File: src/rtl/frame_crc_loader.sv
`timescale 1ns/1ps
module frame_crc_loader #(
  parameter int          FRAME_WORDS = 4,
  parameter int          NUM_FRAMES  = 3,
  parameter logic [31:0] POLY        = 32'h04C11DB7,
  localparam int         IDXW        = (NUM_FRAMES > 1) ? $clog2(NUM_FRAMES) : 1,
  localparam int         WCW         = $clog2(FRAME_WORDS + 1)
) (
  input  logic            clk,
  input  logic            rst,
  input  logic            in_valid,
  input  logic [31:0]     in_data,
  output logic            in_ready,
  output logic            load_done,
  output logic            crc_fail,
  output logic [IDXW-1:0] frame_idx,
  output logic [31:0]     ref_crc
);
  localparam logic [31:0] SEED = 32'hFFFF_FFFF;

  function automatic logic [31:0] crc_step(input logic [31:0] c, input logic [31:0] d);
    logic [31:0] r;
    r = c;
    for (int i = 31; i >= 0; i--)
      r = {r[30:0], 1'b0} ^ ((r[31] ^ d[i]) ? POLY : 32'h0);
    return r;
  endfunction

  logic [31:0]    frame_crc, image_crc;
  logic [WCW-1:0] wcnt;

  wire take    = in_valid & in_ready;
  wire at_chk  = (wcnt == WCW'(FRAME_WORDS));
  wire last_fr = (frame_idx == IDXW'(NUM_FRAMES - 1));

  assign in_ready = ~crc_fail & ~load_done;

  always_ff @(posedge clk) begin
    if (rst) begin
      frame_crc <= SEED;
      image_crc <= SEED;
      wcnt      <= '0;
      frame_idx <= '0;
      load_done <= 1'b0;
      crc_fail  <= 1'b0;
      ref_crc   <= '0;
    end else if (take) begin
      if (!at_chk) begin
        frame_crc <= crc_step(frame_crc, in_data);
        image_crc <= crc_step(image_crc, in_data);
        wcnt      <= wcnt + 1'b1;
      end else if (in_data != frame_crc) begin
        crc_fail <= 1'b1;
      end else begin
        frame_crc <= SEED;
        wcnt      <= '0;
        if (last_fr) begin
          load_done <= 1'b1;
          ref_crc   <= image_crc;
        end else begin
          frame_idx <= frame_idx + 1'b1;
        end
      end
    end
  end
endmodule

File: config.mk
export PLATFORM = sky130hd
export DESIGN_NAME = frame_crc_loader
export DESIGN_NICKNAME = d
export VERILOG_FILES = /design/src/rtl/frame_crc_loader.sv
export SDC_FILE = /design/constraint.sdc
export NUM_CORES = 1
export LEC_CHECK = 0
export ABC_CLOCK_PERIOD_IN_PS = 6550
export CORE_MARGIN = 8
export CORE_UTILIZATION = 45
export DETAILED_ROUTE_END_ITERATION = 8
export GPL_TIMING_DRIVEN = 1
export HOLD_SLACK_MARGIN = 0.15
export SYNTH_ARGS = -nofsm -noshare
export SYNTH_HDL_FRONTEND = slang
export SYNTH_SLANG_ARGS = --single-unit
File: constraint.sdc
create_clock -name clk -period 6.55 [get_ports clk]
set_input_delay 1.31 -clock clk [delete_from_list [all_inputs] [get_ports clk]]
set_output_delay 1.31 -clock clk [all_outputs]
set_load 0.01 [all_outputs]
# Word-level counts from Yosys, hierarchy flattened
# Index checks and enable logic that the tools add are counted.
[totals] input_bits=35 register_bits=103 word_cells=221
[op_classes] n_mux=68 addsub=2 n_bitwise=135 eq_ne=4 n_reduce_logical=5
[op_table] cell="32-bit by 27-bit bitwise XOR with 32-bit output" count=64
[op_table] cell="27-bit 2-to-1 mux" count=64
[op_table] cell="32-bit 2-to-1 mux" count=2
[op_table] cell="1-bit bitwise XOR" count=64
[op_table] cell="32-bit inequality test" count=1
[op_table] cell="4-bit AND reduction" count=2
[op_table] cell="3-bit 2-to-1 mux" count=2
[op_table] cell="1-bit NOT" count=5
[op_table] cell="2-bit AND reduction" count=2
[op_table] cell="3-bit by 1-bit adder with 3-bit output, second input constant" count=1
[op_table] cell="3-bit == test, second input constant" count=1
[op_table] cell="3-bit AND reduction" count=1
[op_table] cell="2-bit by 1-bit adder with 2-bit output, second input constant" count=1
[op_table] cell="1-bit bitwise AND" count=2
[op_table] cell="2-bit == test, second input constant" count=1
[op_table] cell="2-bit inequality test, second input constant" count=1

# Logic depth before layout (Yosys ltp)
[logic_depth] ltp_word=97 mapped_depth=12 mapped_depth_nobuf=11

# Least setup slack after synthesis
# OpenSTA, ideal clock, no wires.
[synth_timing] path_type="input -> register" startpoint="input port in_data[31]" endpoint="register image_crc[27]" required_ns=6.426 stages=11 path_buffers=1 slack_ns=1.572 t_arrival_ns=4.854 cell_sequence="buf_2 > xnor2_2 > xnor3_2 > xor2_2 > xnor3_2 > xor2_2 > xor3_4 > xor2_2 > xnor2_1 > and3_1 > a2111o_1"
[synth_between] elab_chain_len=44
[synth_rtl] item="from (decl)" line="12" rtl="input logic [31:0] in_data,"
[synth_rtl] item="1-bit bitwise XOR *" line="25" rtl="r = {r[30:0], 1'b0} ^ ((r[31] ^ d[i]) ? POLY : 32'h0);"
[synth_rtl] item="27-bit 2-to-1 mux *" line="25"
[synth_rtl] item="32-bit by 27-bit bitwise XOR with 32-bit output * (6 in series)" line="25"
[synth_rtl] item="1-bit bitwise XOR" line="25"
[synth_rtl] item="27-bit 2-to-1 mux" line="25"
[synth_rtl] item="32-bit by 27-bit bitwise XOR with 32-bit output * (6 in series)" line="25"
[synth_rtl] item="1-bit bitwise XOR" line="25"
[synth_rtl] item="27-bit 2-to-1 mux" line="25"
[synth_rtl] item="[... 7 more ...]"
[synth_rtl] item="27-bit 2-to-1 mux" line="25"
[synth_rtl] item="32-bit by 27-bit bitwise XOR with 32-bit output * (6 in series)" line="25"
[synth_rtl] item="1-bit bitwise XOR" line="25"
[synth_rtl] item="27-bit 2-to-1 mux" line="25"
[synth_rtl] item="32-bit by 27-bit bitwise XOR with 32-bit output * (6 in series)" line="25"
[synth_rtl] item="1-bit bitwise XOR" line="25"
[synth_rtl] item="27-bit 2-to-1 mux" line="25"
[synth_rtl] item="32-bit by 27-bit bitwise XOR with 32-bit output * (2 in series)" line="25"
[synth_rtl] item="to (signal assigned)" line="50" rtl="image_crc <= crc_step(image_crc, in_data);"
[synth_rtl] item="to (decl)" line="29" rtl="logic [31:0] frame_crc, image_crc;"
# Mark *: on every way between the ends. The rest lies on a longest branch, timed or not.
# A chain may end at the register's enable or synchronous reset.

# Worst setup path after layout
[layout_timing] startpoint="input port in_data[29]" endpoint="register image_crc[27]"
[layout_between] elab_chain_len=40
[layout_rtl] item="1-bit bitwise XOR *" line="25"
[layout_rtl] item="27-bit 2-to-1 mux *" line="25"
[layout_rtl] item="32-bit by 27-bit bitwise XOR with 32-bit output * (6 in series)" line="25"
[layout_rtl] item="1-bit bitwise XOR / 32-bit by 27-bit bitwise XOR with 32-bit output (equally long branches)" line="25"
[layout_rtl] item="27-bit 2-to-1 mux / 32-bit by 27-bit bitwise XOR with 32-bit output (equally long branches)" line="25"
[layout_rtl] item="32-bit by 27-bit bitwise XOR with 32-bit output * (6 in series)" line="25"
[layout_rtl] item="1-bit bitwise XOR / 32-bit by 27-bit bitwise XOR with 32-bit output (equally long branches)" line="25"
[layout_rtl] item="27-bit 2-to-1 mux / 32-bit by 27-bit bitwise XOR with 32-bit output (equally long branches)" line="25"
[layout_rtl] item="32-bit by 27-bit bitwise XOR with 32-bit output * (6 in series)" line="25"
[layout_rtl] item="1-bit bitwise XOR / 32-bit by 27-bit bitwise XOR with 32-bit output (equally long branches)" line="25"
[layout_rtl] item="27-bit 2-to-1 mux / 32-bit by 27-bit bitwise XOR with 32-bit output (equally long branches)" line="25"
[layout_rtl] item="32-bit by 27-bit bitwise XOR with 32-bit output * (6 in series)" line="25"
[layout_rtl] item="1-bit bitwise XOR / 32-bit by 27-bit bitwise XOR with 32-bit output (equally long branches)" line="25"
[layout_rtl] item="27-bit 2-to-1 mux / 32-bit by 27-bit bitwise XOR with 32-bit output (equally long branches)" line="25"
[layout_rtl] item="32-bit by 27-bit bitwise XOR with 32-bit output * (6 in series)" line="25"
# Marked as above.

==> reports/results.ini <==
[run_status]
outcome = completed

[synthesis]
synth_ff_type = dfxtp_1
ys_warn_count = 0
ys_top_cells_by_count = xnor2_1 (330), dfxtp_1 (103), xor2_1 (88), nor2_1 (82), xnor3_1 (60)
syn_area_mm2 = 0.00985
synth.distinct_cells = 41
async_flop_share_pct = 0
ys_ff_latch = 103
yosysMostFrequentCell = xnor2_1
syn-num-nets = 971
yosysTopAreaCell = xnor2_1
synth_cells = 931
yosysTopAreaCellShare_pct = 29.4
synthTopCellsByArea = xnor2_1 (29%), dfxtp_1 (21%), xnor3_1 (14%)
synth_edf_count = 0
ys_seq_area_share_pct = 20.9
avgSynthCellArea_um2 = 10.6

[sta]
timing.setup.tns_ns = 0
relSlewSlack_pct = 29.6
period_share_pct = 86.8
skew_ns = 0.0134
setup_violations = 0
hold_viol = 0
rsz0062_at_grt = false
slew_viol_final = 0
fmax_ghz = 0.176
min_period_ns = 5.68
hold-worst-slack_ns = 0.483
worst_pin_slew_ns = 1.05

[job]
maxCapViolations = 0

[clocking]
h-tree-depth = 3
cts_tree = yes
clkLatencyLatePin_ns = 0.37
cts_hold_buf = 0
cts.sinks = 103
post_cts_buffers = 0
clk_pin_slew_ns = 0.09
cts_buffers = 9
clk_path_buf_depth = 2
cts.repair.resized = 0
root_buffer = clkbuf_16

[placed_design]
gp_congestion = 0.933
hpwl_mm = 24.0
dp_cells = 1276
port_buffers = 71

[floorplan]
die_w_um = 164
ioPinCount = 72
row_count = 54
die_y_um = 164
core_area_mm2 = 0.0216
initial_utilization_pct = 45.5
fp.dieArea_mm2 = 0.0269

[cells_and_area]
multi_input_area_mm2 = 0.00764
nNetsFinal = 1047
finalNonFillerCells = 1292
drive_gt1_share_pct = 9.09
n_fill_cell = 2056
diodes = 0
layout.area.seq_mm2 = 0.00206
synthToLayoutAreaGrowth_pct = 14.6

[drt]
drtIter0Drc = 546
vias = 6643
dr.pass1.iters = 5
drt_wl_total_mm = 29.4
drc = 0
detail_route.vias_per_cell = 5.14
wire_per_inst_um = 22.7
postRouteAntennaNets = 0

[grt]
grt_util_all_layers_pct = 22.4
grt_overflow = 0
antenna_found_initial = 0
grt_pass1_vias = 6799
grt_start_max_net_pins = 69
grt_pass1_wl_mm = 44.3

[critical_path]
cp.arrival_ns = 5.94
worstPathMaxFanout = 7
cp_top_family = XOR/XNOR gates
critPathMaxStageDelay_ns = 0.63
crit_chain = clkdlybuf4s50_1 > xor2_2 > xnor3_2 > xor2_2 > xnor3_2 > xor2_2 > xor3_4 > xor2_2 > xnor2_1 > and3_1 > a2111o_1
cp.required_ns = 6.81
critical_path.endpoint_type = flop
cp_common_cell = xor2_2
worstSetupPathType = input port to flop
cp_num_buf_inv = 1
cpMaxStageDelayCell = xnor3_2
critPathLaunchType = input port

[min_path]
min_path_type = flop to flop

-- layout make-up --
type	instances	area share [%]
Inverter	9	0.299
Clock inverter	7	0.743
Clock buffer	9	2.00
Multi-Input combinational cell	789	67.7
Timing Repair Buffer	95	7.85
Tap cell	280	3.10
Sequential cell	103	18.3
-- path summary, 6_finish.rpt --
kind / start / end / slack [ns] / cells after the start
max: in_data[29] / image_crc[27] / 0.87 / 11
min: load_done / load_done / 0.48 / 2
max reg2reg: image_crc[29] / image_crc[27] / 1.97 / 10
min reg2reg: load_done / load_done / 0.48 / 2
-- tightest hold or removal path, cell delays in order (launching register included) --
cell     delay (ns)
dfxtp_1        0.34
inv_1          0.05
a21oi_1        0.05
-- cell families after synthesis --
kind of cell / count (synthesis) / share of synthesized area, %
XOR/XNOR: 534 / 62.3
AND/OR/NAND/NOR: 145 / 6.63
flip-flops: 103 / 20.9
AO/OA/AOI/OAI: 71 / 4.55
buffers and inverters: 39 / 1.50
multiplexers: 34 / 3.46
adder cells (fa/ha/maj): 5 / 0.635
-- metal layers --
metal	up-vias	GRT usage [%]	wire [um]
met5	-	0	0
met2	182	35.8	13700
met1	3242	31.4	13500
met3	23	3.31	1610
li1	3196	-	-
met4	0	5.00	525
-- cell usage in the layout, fill, tap and decap left out, types with 6 or more instances in the layout --
master / n
a211o_1: 13
a21oi_1: 38
buf_4: 24
clkbuf_16: 9
clkdlybuf4s50_1: 70
dfxtp_1: 103
inv_1: 9
mux2i_1: 34
nand2_1: 8
nand2b_1: 12
nor2_1: 81
nor3_1: 21
o22ai_1: 9
xnor2_1: 330
xnor2_2: 22
xnor3_1: 60
xnor3_2: 6
xor2_1: 88
xor2_2: 10
xor3_1: 9
-- flip-flops by register name, indices dropped and copies added, names as in the netlist --
| signal | flops |
|---|---|
| frame_idx | 2 |
| crc_fail | 1 |
| ref_crc | 32 |
| load_done | 1 |
| wcnt | 3 |
| image_crc | 32 |
| frame_crc | 32 |
-- metrics by stage --
| step | worst slack, ns | area, um^2 | utilization (%) |
|---|---|---|---|
| 6_report | 0.866 | 11300 | 52.2 |
| 5_1_grt | 0.663 | 11300 | 52.2 |
| 3_3_place_gp | 0.498 | 11000 | 50.8 |
| 4_1_cts | 0.898 | 11300 | 52.2 |
| 2_1_floorplan | 1.57 | 9850 | - |
| 3_5_place_dp | 0.522 | 11000 | 50.8 |
Power is left out: the tool's default activity adds up to more than one toggle a clock period on the data nets, which glitch-free logic cannot reach.
